--- src/rtl/oc_pkg.sv ---
package oc_pkg;

  typedef enum logic [2:0] {
    OCM_FROZEN   = 3'b000,
    OCM_SET      = 3'b001,
    OCM_CLEAR    = 3'b010,
    OCM_TOGGLE   = 3'b011,
    OCM_FORCE_LO = 3'b100,
    OCM_FORCE_HI = 3'b101,
    OCM_HOLD_6   = 3'b110,
    OCM_HOLD_7   = 3'b111
  } oc_mode_e;

  localparam logic [1:0] DIR_OUTPUT = 2'b00;

endpackage

--- src/rtl/oc_shadow.sv ---
module oc_shadow #(
  parameter int CW = 16
) (
  input  logic          clk,
  input  logic          rst,
  input  logic          wr_i,
  input  logic [CW-1:0] wdata_i,
  input  logic          preload_i,
  input  logic          upd_i,
  output logic [CW-1:0] shadow_o
);

  logic [CW-1:0] buf_q;
  logic [CW-1:0] shadow_q;

  // Buffer always captures writes; shadow follows preload policy
  always_ff @(posedge clk) begin
    if (rst) begin
      buf_q    <= '0;
      shadow_q <= '0;
    end else begin
      if (wr_i) buf_q <= wdata_i;
      if (preload_i) begin
        if (upd_i) shadow_q <= buf_q;
      end else if (wr_i) begin
        shadow_q <= wdata_i;
      end
    end
  end

  assign shadow_o = shadow_q;

  AST_DIRECT_LOAD: assert property (@(posedge clk) disable iff (rst)
    (wr_i && !preload_i) |=> (shadow_o == $past(wdata_i)));
  AST_PRELOAD_HOLD: assert property (@(posedge clk) disable iff (rst)
    (preload_i && !upd_i) |=> $stable(shadow_o));

endmodule

--- src/rtl/oc_compare.sv ---
module oc_compare #(
  parameter int CW = 16
) (
  input  logic          clk,
  input  logic          rst,
  input  logic [CW-1:0] cnt_i,
  input  logic [CW-1:0] shadow_i,
  input  logic          out_mode_i,
  output logic          hit_o
);

  logic eq;
  logic eq_q;

  assign eq = (cnt_i == shadow_i);

  // Equality history; starts as "equal" so reset alone never matches
  always_ff @(posedge clk) begin
    if (rst) eq_q <= 1'b1;
    else     eq_q <= eq;
  end

  assign hit_o = out_mode_i && eq && !eq_q;

  AST_HIT_ONCE: assert property (@(posedge clk) disable iff (rst)
    hit_o |=> !hit_o);

endmodule

--- src/rtl/oc_refgen.sv ---
module oc_refgen
  import oc_pkg::*;
(
  input  logic       clk,
  input  logic       rst,
  input  logic       hit_i,
  input  logic       out_mode_i,
  input  logic [2:0] mode_i,
  input  logic       pol_i,
  output logic       ref_o,
  output logic       pin_o
);

  logic ref_q;
  logic pin_q;
  logic ref_nxt;

  always_comb begin
    ref_nxt = ref_q;
    if (out_mode_i) begin
      case (oc_mode_e'(mode_i))
        OCM_SET:      if (hit_i) ref_nxt = 1'b1;
        OCM_CLEAR:    if (hit_i) ref_nxt = 1'b0;
        OCM_TOGGLE:   if (hit_i) ref_nxt = ~ref_q;
        OCM_FORCE_HI: ref_nxt = 1'b1;
        OCM_FORCE_LO: ref_nxt = 1'b0;
        default:      ref_nxt = ref_q;
      endcase
    end
  end

  always_ff @(posedge clk) begin
    if (rst) begin
      ref_q <= 1'b0;
      pin_q <= pol_i;
    end else begin
      ref_q <= ref_nxt;
      pin_q <= ref_nxt ^ pol_i;
    end
  end

  assign ref_o = ref_q;
  assign pin_o = pin_q;

  AST_FORCE_HIGH: assert property (@(posedge clk) disable iff (rst)
    (out_mode_i && mode_i == 3'b101) |=> ref_o);
  AST_FORCE_LOW: assert property (@(posedge clk) disable iff (rst)
    (out_mode_i && mode_i == 3'b100) |=> !ref_o);
  AST_PIN_POLARITY: assert property (@(posedge clk) disable iff (rst)
    pin_o == (ref_o ^ $past(pol_i)));
  AST_FREEZE_HOLD: assert property (@(posedge clk) disable iff (rst)
    (out_mode_i && (mode_i == 3'b000 || mode_i[2:1] == 2'b11))
      |=> $stable(ref_o));
  AST_INPUT_DIR_HOLD: assert property (@(posedge clk) disable iff (rst)
    !out_mode_i |=> $stable(ref_o));

endmodule

--- src/rtl/oc_flag.sv ---
module oc_flag (
  input  logic clk,
  input  logic rst,
  input  logic hit_i,
  input  logic clr_i,
  input  logic irq_en_i,
  output logic flag_o,
  output logic irq_o
);

  logic flag_q;
  logic irq_q;
  logic flag_nxt;

  // A match at the same edge as a clear wins
  assign flag_nxt = (flag_q && !clr_i) || hit_i;

  always_ff @(posedge clk) begin
    if (rst) begin
      flag_q <= 1'b0;
      irq_q  <= 1'b0;
    end else begin
      flag_q <= flag_nxt;
      irq_q  <= flag_nxt && irq_en_i;
    end
  end

  assign flag_o = flag_q;
  assign irq_o  = irq_q;

  AST_HIT_SETS_FLAG: assert property (@(posedge clk) disable iff (rst)
    hit_i |=> flag_o);
  AST_FLAG_STICKY: assert property (@(posedge clk) disable iff (rst)
    (flag_o && !clr_i) |=> flag_o);
  AST_IRQ_NEEDS_FLAG: assert property (@(posedge clk) disable iff (rst)
    irq_o |-> flag_o);
  AST_IRQ_MASKED: assert property (@(posedge clk) disable iff (rst)
    !irq_en_i |=> !irq_o);

endmodule

--- src/rtl/oc_channel.sv ---
module oc_channel
  import oc_pkg::*;
#(
  parameter int CW = 16
) (
  input  logic          clk,
  input  logic          rst,
  input  logic [CW-1:0] cnt_i,
  input  logic          upd_evt_i,
  input  logic          cmp_wr_i,
  input  logic [CW-1:0] cmp_wdata_i,
  input  logic          preload_en_i,
  input  logic [1:0]    dir_sel_i,
  input  logic [2:0]    mode_i,
  input  logic          pol_i,
  input  logic          flag_clr_i,
  input  logic          irq_en_i,
  output logic          ref_o,
  output logic          pin_o,
  output logic          flag_o,
  output logic          irq_o
);

  logic [CW-1:0] shadow;
  logic          out_mode;
  logic          hit;

  assign out_mode = (dir_sel_i == DIR_OUTPUT);

  oc_shadow #(.CW(CW)) u_shadow (
    .clk       (clk),
    .rst       (rst),
    .wr_i      (cmp_wr_i),
    .wdata_i   (cmp_wdata_i),
    .preload_i (preload_en_i),
    .upd_i     (upd_evt_i),
    .shadow_o  (shadow)
  );

  oc_compare #(.CW(CW)) u_compare (
    .clk        (clk),
    .rst        (rst),
    .cnt_i      (cnt_i),
    .shadow_i   (shadow),
    .out_mode_i (out_mode),
    .hit_o      (hit)
  );

  oc_refgen u_refgen (
    .clk        (clk),
    .rst        (rst),
    .hit_i      (hit),
    .out_mode_i (out_mode),
    .mode_i     (mode_i),
    .pol_i      (pol_i),
    .ref_o      (ref_o),
    .pin_o      (pin_o)
  );

  oc_flag u_flag (
    .clk      (clk),
    .rst      (rst),
    .hit_i    (hit),
    .clr_i    (flag_clr_i),
    .irq_en_i (irq_en_i),
    .flag_o   (flag_o),
    .irq_o    (irq_o)
  );

endmodule

--- config.mk ---
export PLATFORM = sky130hd
export DESIGN_NAME = oc_channel
export DESIGN_NICKNAME = d
export VERILOG_FILES = /design/src/rtl/oc_pkg.sv /design/src/rtl/oc_shadow.sv /design/src/rtl/oc_compare.sv /design/src/rtl/oc_refgen.sv /design/src/rtl/oc_flag.sv /design/src/rtl/oc_channel.sv
export SDC_FILE = /design/constraint.sdc
export NUM_CORES = 1
export LEC_CHECK = 0
export ABC_AREA = 1
export BUFFER_PORTS_ARGS = -buffer_cell sky130_fd_sc_hd__buf_2
export CORE_MARGIN = 2
export CORE_UTILIZATION = 52
export CTS_CLUSTER_SIZE = 16
export DETAILED_ROUTE_END_ITERATION = 16
export HOLD_SLACK_MARGIN = 0.02
export PLACE_DENSITY = 0.75
export SETUP_SLACK_MARGIN = 0.15
export SLEW_MARGIN = 0
export SYNTH_ARGS = -nofsm -noshare
export SYNTH_HDL_FRONTEND = slang
export SYNTH_SLANG_ARGS = --single-unit
--- constraint.sdc ---
create_clock -name clk -period 2.25 [get_ports clk]
set_input_delay 0.45 -clock clk [delete_from_list [all_inputs] [get_ports clk]]
set_output_delay 0.45 -clock clk [all_outputs]
set_load 0.01 [all_outputs]
==> impl_metrics.sql <==
INSERT INTO impl_metrics (metric_group, metric, value, unit) VALUES
('synth', 'synth_top_area_share', '40.7', '%'),
('clocking', 'cts-root-to-sink-buffers', '2', ''),
('sta', 'clock_skew', '0.00528', 'ns'),
('setup_path', 'critical_path.startpoint_type', 'flip-flop', ''),
('setup_path', 'cp_cell_sequence', 'inv_1, nand2_1, nand2_1, nor2_1, nand2_1, nor2_2, nand3_2, ha_1, nor2_1, o21ai_0, o21ai_1, xnor2_1', ''),
('setup_path', 'critPathSlowestCell', 'sky130_fd_sc_hd__dfxtp_1', ''),
('route', 'postRouteAntennaNets', '0', ''),
('placement', 'detailedPlacementHpwl', '2.52', 'mm'),
('clocking', 'cts.sinks', '37', ''),
('sta', 'grt_setup_unrepaired', 'no', ''),
('power', 'power_per_cell_area', '607', 'nW/um^2'),
('power', 'p_leak', '1.13', 'nW'),
('power', 'ir_worst_vdd', '430', 'uV'),
('placement', 'portBuffers', '48', ''),
('floorplanning', 'boundaryPins', '49', ''),
('synth', 'netlist-cell-type-count', '20', ''),
('sta', 'slew_violations', '0', ''),
('synth', 'synth_largest_area_cell', 'sky130_fd_sc_hd__dfxtp_1', ''),
('synth', 'number_of_flops_mapped_to_enable_cells_by_yosys', '0', ''),
('synth', 'synth.cells.most_frequent', '50 x sky130_fd_sc_hd__a21oi_1, 47 x sky130_fd_sc_hd__inv_1, 43 x sky130_fd_sc_hd__nand2_1, 41 x sky130_fd_sc_hd__nor2_1, 37 x sky130_fd_sc_hd__dfxtp_1', ''),
('clocking', 'htree_num_levels', '2', ''),
('run_status', 'run_status', 'finished clean', ''),
('final_layout', 'area_delta_synth_final', '17.7', '%'),
('grt', 'first_global_vias', '1467', ''),
('synth', 'syn_area_per_cell', '6.53', 'um^2'),
('synth', 'syn-instance-count', '279', ''),
('grt', 'grt_first_pass_wirelength', '6.27', 'mm'),
('clocking', 'cts_root_buf', 'sky130_fd_sc_hd__clkbuf_4', ''),
('sta', 'setup_viol_count_final', '0', ''),
('floorplanning', 'fp.coreArea', '3340', 'um^2'),
('floorplanning', 'die_area', '3990', 'um^2'),
('synth', 'ys.flop_type', 'sky130_fd_sc_hd__dfxtp_1', ''),
('floorplanning', 'rows', '21', ''),
('setup_path', 'slowest_cell_delay_on_critical_path', '0.36', 'ns'),
('setup_path', 'most_frequent_cell_on_critical_path', 'sky130_fd_sc_hd__nand2_1', ''),
('sta', 'setup_total_negative_slack', '0', 'ns'),
('clocking', 'numCtsBuffers', '5', ''),
('grt', 'grt_start_max_net_pins', '34', ''),
('route', 'drt-vias-per-instance', '4.64', ''),
('setup_path', 'worst-endpoint-required', '2.52', 'ns'),
('final_layout', 'filler_cell_count', '363', ''),
('setup_path', 'timing.critical_path.arrival', '2.05', 'ns'),
('synth', 'yosysMostFrequentCell', 'sky130_fd_sc_hd__a21oi_1', ''),
('sta', 'final_number_of_hold_violating_endpoints', '0', ''),
('clocking', 'cts_tree', 'done', ''),
('sta', 'hold-worst-slack', '0.298', 'ns'),
('setup_path', 'path_class', 'reg -> reg', ''),
('synth', 'ys_top_cells_by_area', 'sky130_fd_sc_hd__dfxtp_1 41%, sky130_fd_sc_hd__a21oi_1 14%, sky130_fd_sc_hd__inv_1 9.7%, sky130_fd_sc_hd__nand2_1 8.9%, sky130_fd_sc_hd__nor2_1 8.5%', ''),
('synth', 'postSynthNetCount', '326', ''),
('synth', 'synth.cell_area', '1820', 'um^2'),
('synth', 'ys_seq_area_share', '40.7', '%'),
('synth', 'yosys_register_bits', '37', ''),
('sta', 'layout_worst_path_cycle_share', '79.2', '%'),
('floorplanning', 'floorplan.die.height', '63.2', 'um'),
('setup_path', 'end_kind', 'flip-flop', ''),
('grt', 'overflow', '0', ''),
('final_layout', 'regArea', '741', 'um^2'),
('route', 'post_detailed_route_drc_marker_count', '0', ''),
('sta', 'period_minus_slack', '1.78', 'ns'),
('route', 'drc_violation_total_after_the_first_tritonroute_iteration', '85', ''),
('setup_path', 'worstPathMaxFanout', '4', ''),
('sta', 'tightest_slew', '0.286', 'ns'),
('synth', 'synth-async-reset-ratio', '0', '%'),
('route', 'dr_total_vias', '1720', ''),
('final_layout', 'n_antenna_cell', '0', ''),
('route', 'detail_route.wl_per_cell', '9.47', 'um'),
('sta', 'fmax', '561', 'MHz'),
('synth', 'yosysWarningCount', '0', ''),
('job', 'max_cap_violation_count', '0', ''),
('clocking', 'insertion_delay', '0.33', 'ns'),
('sta', 'worst_slew_margin_rel', '80.9', '%');
==> layer usage <==
metal	part of all wire (%)	routed length [um]	vias up	global-route usage, %
li1	-	-	967	-
met5	0	0	-	0
met3	6.9	242	5	6.61
met4	0.88	31	0	5.71
met2	40	1390	39	28.5
met1	53	1850	709	28.5
==> power by group <==
part / total [W] / switching [W] / internal [W]
Clock: 0.000348 / 0.000201 / 0.000148
Combinational: 0.000222 / 0.000126 / 0.0000957
Sequential: 0.000730 / 0.0000270 / 0.000703
==> flip-flops by register name (all words and copies together) (netlist names) <==
signal and flops:
u_compare.eq_q 1, u_flag.flag_o 1, u_flag.irq_o 1, u_refgen.pin_o 1, u_refgen.ref_o 1, u_shadow.buf_q 16
u_shadow.shadow_o 16
==> worst max-delay path, delay by kind of cell (launching register included) <==
kind	cells	cell delay [ns]
adders and majority gates	1	0.29
DFF	1	0.36
xor gates and xnor gates	1	0.13
and+or+nand+nor	7	0.64
AOI/OAI and AO/OA	2	0.26
buffers and inverters	1	0.05
==> cell type report <==
cell class,count,share of cell area [%]
Clock buffer,7,2.57
Inverter,48,8.41
Multi-Input combinational cell,181,39.1
Timing Repair Buffer,52,12.6
Sequential cell,37,34.6
Tap cell,46,2.69
==> final timing paths <==
| path | from | endpoint | slack [ns] | cells after the start |
|---|---|---|---|---|
| setup / recovery | u_shadow.shadow_o[2] | u_refgen.pin_o | 0.47 | 12 |
| hold / removal | pol_i | u_refgen.pin_o | 0.30 | 2 |
| setup reg to reg | u_shadow.shadow_o[2] | u_refgen.pin_o | 0.47 | 12 |
| hold reg to reg | u_flag.flag_o | u_flag.flag_o | 0.49 | 2 |
==> through the flow <==
step	cell area, um^2	setup WS [ns]	total power, W	std cells	util, %
final	2140	0.469	0.00130	371	64.2
after global routing	2140	0.167	0.00140	371	64.2
after CTS	2140	0.359	0.00132	371	64.2
after detailed placement	2090	0.196	0.000967	364	62.5
after global placement	2090	0.214	0.000961	364	62.5
after floorplan	1820	0.447	0.000891	279	-
==> timing repair <==
action                     CTS  global route
setup buffers                0             0
gates resized for setup      0             1
hold buffers                 0             0
setup endpoints to repair    0             2
==> placed cells by master (no fill, tap or decap), types with 2 or more instances in the layout <==
cell / netlist / layout
sky130_fd_sc_hd__nand2_1: 43 / 43
sky130_fd_sc_hd__o21ai_1: 6 / 7
sky130_fd_sc_hd__inv_1: 47 / 47
sky130_fd_sc_hd__clkbuf_4: 0 / 5
sky130_fd_sc_hd__dfxtp_1: 37 / 37
sky130_fd_sc_hd__a21oi_1: 50 / 50
sky130_fd_sc_hd__ha_1: 2 / 2
sky130_fd_sc_hd__buf_2: 4 / 48
sky130_fd_sc_hd__buf_4: 2 / 4
sky130_fd_sc_hd__o21ai_0: 30 / 29
sky130_fd_sc_hd__nor2_1: 41 / 41
sky130_fd_sc_hd__nor2_2: 3 / 3
==> kinds of logic (layout without fill, tap and decap cells) <==
logic type | Yosys count | in the layout | synth area share (%)
simple gates | 89 | 89 | 19.2
flops | 37 | 37 | 40.7
compound gates | 88 | 88 | 24.5
xor+xnor | 2 | 2 | 0.962
fa+ha+maj | 2 | 2 | 1.37
buf+inv | 61 | 107 | 13.3
No activity file was read; power rests on OpenSTA's default activity.
